<file path="config.mk">
export PLATFORM = sky130hd
export DESIGN_NAME = burst_addr_gen
export DESIGN_NICKNAME = d
export VERILOG_FILES = /design/src/rtl/burst_pkg.sv /design/src/rtl/burst_order_sel.sv /design/src/rtl/burst_counter.sv /design/src/rtl/burst_addr_gen.sv
export SDC_FILE = /design/constraint.sdc
export NUM_CORES = 1
export LEC_CHECK = 0
export BUFFER_PORTS_ARGS = -buffer_cell sky130_fd_sc_hd__buf_2
export CAP_MARGIN = 20
export CORE_UTILIZATION = 44
export CTS_CLUSTER_DIAMETER = 200
export DETAILED_ROUTE_END_ITERATION = 7
export GPL_TIMING_DRIVEN = 0
export HOLD_SLACK_MARGIN = 0.08
export PLACE_DENSITY = 0.75
export SLEW_MARGIN = 15
export SYNTH_ARGS = -nofsm -noshare
export SYNTH_HDL_FRONTEND = slang
export SYNTH_SLANG_ARGS = --single-unit
</file>
<file path="constraint.sdc">
create_clock -name clk -period 1.26 [get_ports clk]
set_clock_uncertainty 0.15 [all_clocks]
set_input_delay 0.063 -clock clk [delete_from_list [all_inputs] [get_ports clk]]
set_output_delay 0.063 -clock clk [all_outputs]
set_load 0.02 [all_outputs]
</file>
<file path="src/rtl/burst_pkg.sv">
package burst_pkg;

    // Beat counter width: four beats per burst
    localparam int BEAT_W = 2;

    typedef logic [BEAT_W-1:0] beat_t;

    typedef enum logic {
        ORD_ILV = 1'b0,
        ORD_LIN = 1'b1
    } burst_order_e;

    typedef struct packed {
        beat_t        start;
        beat_t        cnt;
        burst_order_e order;
    } burst_state_t;

    // Low address bits for a given start offset and beat count
    function automatic beat_t beat_low(beat_t start, beat_t cnt, burst_order_e ord);
        beat_t r;
        if (ord == ORD_LIN) r = start + cnt;
        else                r = start ^ cnt;
        return r;
    endfunction

endpackage

</file>
<file path="src/rtl/burst_order_sel.sv">
module burst_order_sel
    import burst_pkg::*;
#(
    parameter bit           PIN_EN  = 1'b1,
    parameter burst_order_e DEF_ORD = ORD_ILV
) (
    input  logic         order_pin,
    output burst_order_e order
);
    generate
        if (PIN_EN) begin : g_pin
            assign order = order_pin ? ORD_LIN : ORD_ILV;
        end else begin : g_fixed
            logic pin_unused;
            assign pin_unused = order_pin;
            assign order      = DEF_ORD;
        end
    endgenerate
endmodule

</file>
<file path="src/rtl/burst_counter.sv">
module burst_counter
    import burst_pkg::*;
#(
    parameter int ADDR_W = 20,
    localparam int UP_W  = ADDR_W - BEAT_W
) (
    input  logic               clk,
    input  logic               rst,
    input  logic               load,
    input  logic               adv,
    input  logic [ADDR_W-1:0]  load_addr,
    input  burst_order_e       order,
    output logic [UP_W-1:0]    upper_q,
    output burst_state_t       st_q
);
    always_ff @(posedge clk) begin
        if (rst) begin
            upper_q <= '0;
            st_q    <= '{start: '0, cnt: '0, order: ORD_ILV};
        end else if (load) begin
            upper_q <= load_addr[ADDR_W-1:BEAT_W];
            st_q    <= '{start: load_addr[BEAT_W-1:0], cnt: '0, order: order};
        end else if (adv) begin
            st_q.cnt <= st_q.cnt + 1'b1;
        end
    end


    upper_hold_chk: assert property (@(posedge clk) disable iff (rst)
        !load |=> $stable(upper_q));


    idle_hold_chk: assert property (@(posedge clk) disable iff (rst)
        (!load && !adv) |=> $stable(st_q));


    beat_step_chk: assert property (@(posedge clk) disable iff (rst)
        (adv && !load) |=> st_q.cnt == beat_t'($past(st_q.cnt) + 1'b1));


    order_latch_chk: assert property (@(posedge clk) disable iff (rst)
        !load |=> $stable(st_q.order));


    load_wins_chk: assert property (@(posedge clk) disable iff (rst)
        load |=> st_q.cnt == '0);
endmodule

</file>
<file path="src/rtl/burst_addr_gen.sv">
module burst_addr_gen
    import burst_pkg::*;
#(
    parameter int           ADDR_W        = 20,
    parameter bit           ORDER_PIN_EN  = 1'b1,
    parameter burst_order_e DEFAULT_ORDER = ORD_ILV,
    localparam int          UP_W          = ADDR_W - BEAT_W
) (
    input  logic              clk,
    input  logic              rst,
    input  logic              strt_cpu,
    input  logic              strt_ctl,
    input  logic              adv,
    input  logic              order_lin,
    input  logic [ADDR_W-1:0] ext_addr,
    output logic [ADDR_W-1:0] cur_addr
);
    logic          load;
    burst_order_e  order_in;
    logic [UP_W-1:0] upper_q;
    burst_state_t  st_q;

    assign load = strt_cpu | strt_ctl;

    burst_order_sel #(
        .PIN_EN  (ORDER_PIN_EN),
        .DEF_ORD (DEFAULT_ORDER)
    ) u_sel (
        .order_pin (order_lin),
        .order     (order_in)
    );

    burst_counter #(
        .ADDR_W (ADDR_W)
    ) u_cnt (
        .clk       (clk),
        .rst       (rst),
        .load      (load),
        .adv       (adv),
        .load_addr (ext_addr),
        .order     (order_in),
        .upper_q   (upper_q),
        .st_q      (st_q)
    );

    assign cur_addr = {upper_q, beat_low(st_q.start, st_q.cnt, st_q.order)};


    load_addr_chk: assert property (@(posedge clk) disable iff (rst)
        load |=> cur_addr == $past(ext_addr));


    reset_zero_chk: assert property (@(posedge clk)
        rst |=> cur_addr == '0);
endmodule

</file>
After elaboration in Yosys (flattened, before gate mapping)
Index checks and enable logic that the tools add are counted.

cells by class
  reduce and logical (&&, ||, !) cells = 1
  multiplexer cells = 2
  $add $sub $neg = 2
  bitwise logic cells = 2

operator list
  cell                 count
  $add 2x1->2 const B  1
  $add 2x2->2          1
  $mux 2               1
  $reduce_or 2->1      1
  $xor 2x2->2          1
  $mux 1               1
  $or 1x1->1           1

storage, ports and cells
  input bits = 26
  register bits after elaboration = 23
  word-level logic and storage cells = 11

Logic depth before layout (Yosys ltp)
  depth in word-level cells = 2
  depth in mapped cells = 3
  gate-level depth less buffers = 3

By module
A second synthesis with hierarchy kept.

unflattened totals
  cell total of the unflattened synthesis = 81
  area total of the unflattened synthesis = 900.9 um2

modules (own cells, without submodules)
  module           cells an instance  seq. area each (um2)  times used  area each (um2)
  burst_counter    75                 460.4                 1           853.3
  burst_addr_gen   5                  0.0                   1           40.0
  burst_order_sel  1                  0.0                   1           7.5

Worst setup path after synthesis
Ideal clock, no wire load.

  path type = reg-to-reg
  from = register u_cnt.upper_q[17] (netlist name)
  to = register u_cnt.upper_q[17]
  arrival time = 973 ps
  buffers on the path = 0
  clock period less this slack = 1193 ps
  cell stages (with the launch flop) = 3
  slack = 67 ps
  setup time = 70 ps
  path through = dfxtp_1 > or3b_2 > a21oi_1

RTL lines
  item                    line                 source
  end signal: assignment  burst_counter.sv:21  upper_q <= load_addr[ADDR_W-1:BEAT_W];
  end: declaration        burst_counter.sv:13  output logic [UP_W-1:0] upper_q,

Worst setup path in the final report
  from = register u_cnt.st_q[1] (netlist name)
  to = output port cur_addr[1]

between the ends
  cells in the longest elaborated chain, start to end = 2

ends and longest elaborated chain
  item              line                  source
  $add 2x2->2       burst_pkg.sv:22       if (ord == ORD_LIN) r = start + cnt;
  $mux 2            burst_pkg.sv:22
  end: declaration  burst_addr_gen.sv:16  output logic [ADDR_W-1:0] cur_addr

Every way passes these cells.

==> flow_summary.toml <==
[placement]
gp_routability_congestion = 0.703
hpwl_um = 1680
portBuffers = 45
dp_slack_ps = 115

[outcome]
violations = "hold timing, setup timing"
outcome = "finished with violations"

[worst_setup_path]
path_cells = "ha_4 > nand2_4 > xnor2_2 > buf_4"
critPathLaunch = "u_cnt.st_q[1]"
slowest_delay_ps = 380
cp_top_family = "flip-flops"
worstSetupEndpointType = "output pin"
arrival_ps = 1140
r2r_setup_slack_ps = 30
cp_max_fo = 2
worstSetupStartpointType = "flop"
path_depth = 4
worstReg2RegStart = "u_cnt.st_q[1]"
setup.worst_path.end = "cur_addr[1]"
slowest_stage = "dfxtp_2"
worstPathRequired_ps = 1050
reg2reg_depth = 3
path_class = "reg2out"
r2r-end = "u_cnt.st_q[2]"
cp_num_buf_inv = 1

[cts]
clk_latency_ps = 300
htree_levels = 1
cts_tree = "done"
numCtsBuffers = 3
cts_num_sinks = 23
hold_buffers = 25
cts_buffer_depth = 2
clkSlewWorstSetupHoldPaths_ps = 130
cts_root_buf = "clkbuf_4"

[die]
fp.dieH_um = 49.0
ioPinCount = 46
die_w_um = 49.0
die_area_um2 = 2400
start_util_pct = 48.0
rows = 16
core_um2 = 2020

[pwr]
ir_drop_uv = 748
p_leak_nw = 0.670
power.density_nw_per_um2 = 933

[yosys]
syn_nets = 132
synth-seq-cells = 23
yosys_warnings = 0
avgSynthCellArea_um2 = 9.25
yosysSeqAreaShare_pct = 47.4
postSynthCellCount = 105
synth_area_um2 = 971
yosysUniqueCellTypes = 16

[drt]
wl_per_cell_um = 12.9
via_count = 1064
wirelength_um = 2660
ant_nets = 0
drtIter0Drc = 14
drc = 0
dr.pass1.iters = 4
via_per_inst = 5.17

[global_route]
grt_pass1_vias = 1051
grt_pass1_wl_um = 4490
track_usage_pct = 23.7
grt_max_degree = 13
antenna_found_initial = 0
overflow = 0

[sta]
clock.fmax_mhz = 737
period_share_pct = 108
rsz0062_at_grt = "yes"
postLayoutSetupSlackWorst_ps = -97.0
holdWs_ps = -39.8
finalSetupViolCount = 1
timing_worst_slew_pin_value_ps = 475
slew_viol_final = 0
finalCriticalPeriod_ps = 1360
maxSlewHeadroom_pct = 68.3
hold_viol = 4

[layout]
drive_above_1_share_pct = 38.0
final_nets = 207
area_growth_pct = 61.1
fillers = 153
utilization_pct = 77.4
final_cell_mix = "buf_2, dlygate4sd3_1, o21ai_0, a21oi_1, dfxtp_1"
layout_commonest_cell = "buf_2"
diodes = 0

[flow_run]
cap_violations = 0

[min_path]
hp-class = "in2reg"
min_path_cells = 3
## worst min-delay path by stage
| stage | from | to | slack, ps |
|---|---|---|---|
| 3_5_place_dp | rst | u_cnt.upper_q[1] | 140 |
| 5_1_grt | strt_cpu | u_cnt.upper_q[2] | -40 |
| 4_1_cts | strt_ctl | u_cnt.upper_q[1] | -40 |
| 6_report | strt_cpu | u_cnt.upper_q[3] | -40 |
| 2_1_floorplan | rst | u_cnt.upper_q[1] | -20 |
| 3_3_place_gp | rst | u_cnt.upper_q[1] | 130 |
## cells by family (layout without fill, tap and decap cells)
kind of cell / count (synthesis) / count (layout) / synth area share [%]
flip-flops: 23 / 23 / 47.4
buffers and inverters: 10 / 84 / 4.25
AO/OA/AOI/OAI: 44 / 44 / 23.6
AND/OR/NAND/NOR: 24 / 24 / 20.7
adder cells (fa/ha/maj): 1 / 1 / 1.29
XOR/XNOR: 3 / 3 / 2.71
## cell usage after synthesis
cell type,instances,area [um2]
a21oi_1,21,105
clkbuf_2,2,10.0
xor2_1,1,8.76
ha_1,1,12.5
buf_2,1,5.00
o21ai_0,21,105
dfxtp_1,23,460
or3b_1,17,149
or3b_2,4,35.0
nand3b_1,1,7.51
nand2_1,1,3.75
clkbuf_1,7,26.3
xnor2_1,2,17.5
a2111oi_0,1,8.76
nor4_1,1,6.26
a21bo_2,1,10.0
## where the power goes
group	internal (mW)	leakage (nW)	switching (mW)
Sequential	0.771	0.192	0.0213
Combinational	0.162	0.463	0.165
Clock	0.123	0.0150	0.217
## tightest hold or removal path, cell delays in order
cell	delay, ps
buf_2	140
or3b_2	130
a21oi_2	40
## stage by stage
stage	TNS [ps]	cell area [um2]	instances	power [mW]
final	-97.0	1560	206	1.46
after global routing	-180	1560	206	1.53
after CTS	-166	1540	207	1.45
after detailed placement	0	1230	177	1.06
after global placement	0	1230	177	1.05
after floorplan	0	971	105	0.950
## cell type report
class                      count  area, um2  share of cell area (%)
multi-input combinational     72        514                    32.9
timing repair buffer          70        482                    30.8
sequential                    23        465                    29.8
buffer                        10       42.5                    2.72
tap                           27       33.8                    2.16
clock buffer                   4       26.3                    1.68
## sequential cells by signal, summed over array words and instances, names as in the netlist
name / flops
u_cnt.upper_q: 18
u_cnt.st_q: 5
## routing by layer
metal	wire length (um)	up-vias	track usage (%)
li1	-	529	-
met1	1150	500	26.5
met2	1380	29	44.7
met3	87	6	3.43
met4	45	0	8.82
met5	0	-	0
## repair_timing
| action | 4_1_cts | 5_1_grt |
|---|---|---|
| hold endpoints to repair | 23 | 4 |
| pin swaps | 3 | 2 |
| setup buffers | 1 | 0 |
| endpoints found under the setup margin | 2 | 6 |
| resized for setup | 7 | 10 |
No activity file was read; power rests on OpenSTA's default activity.
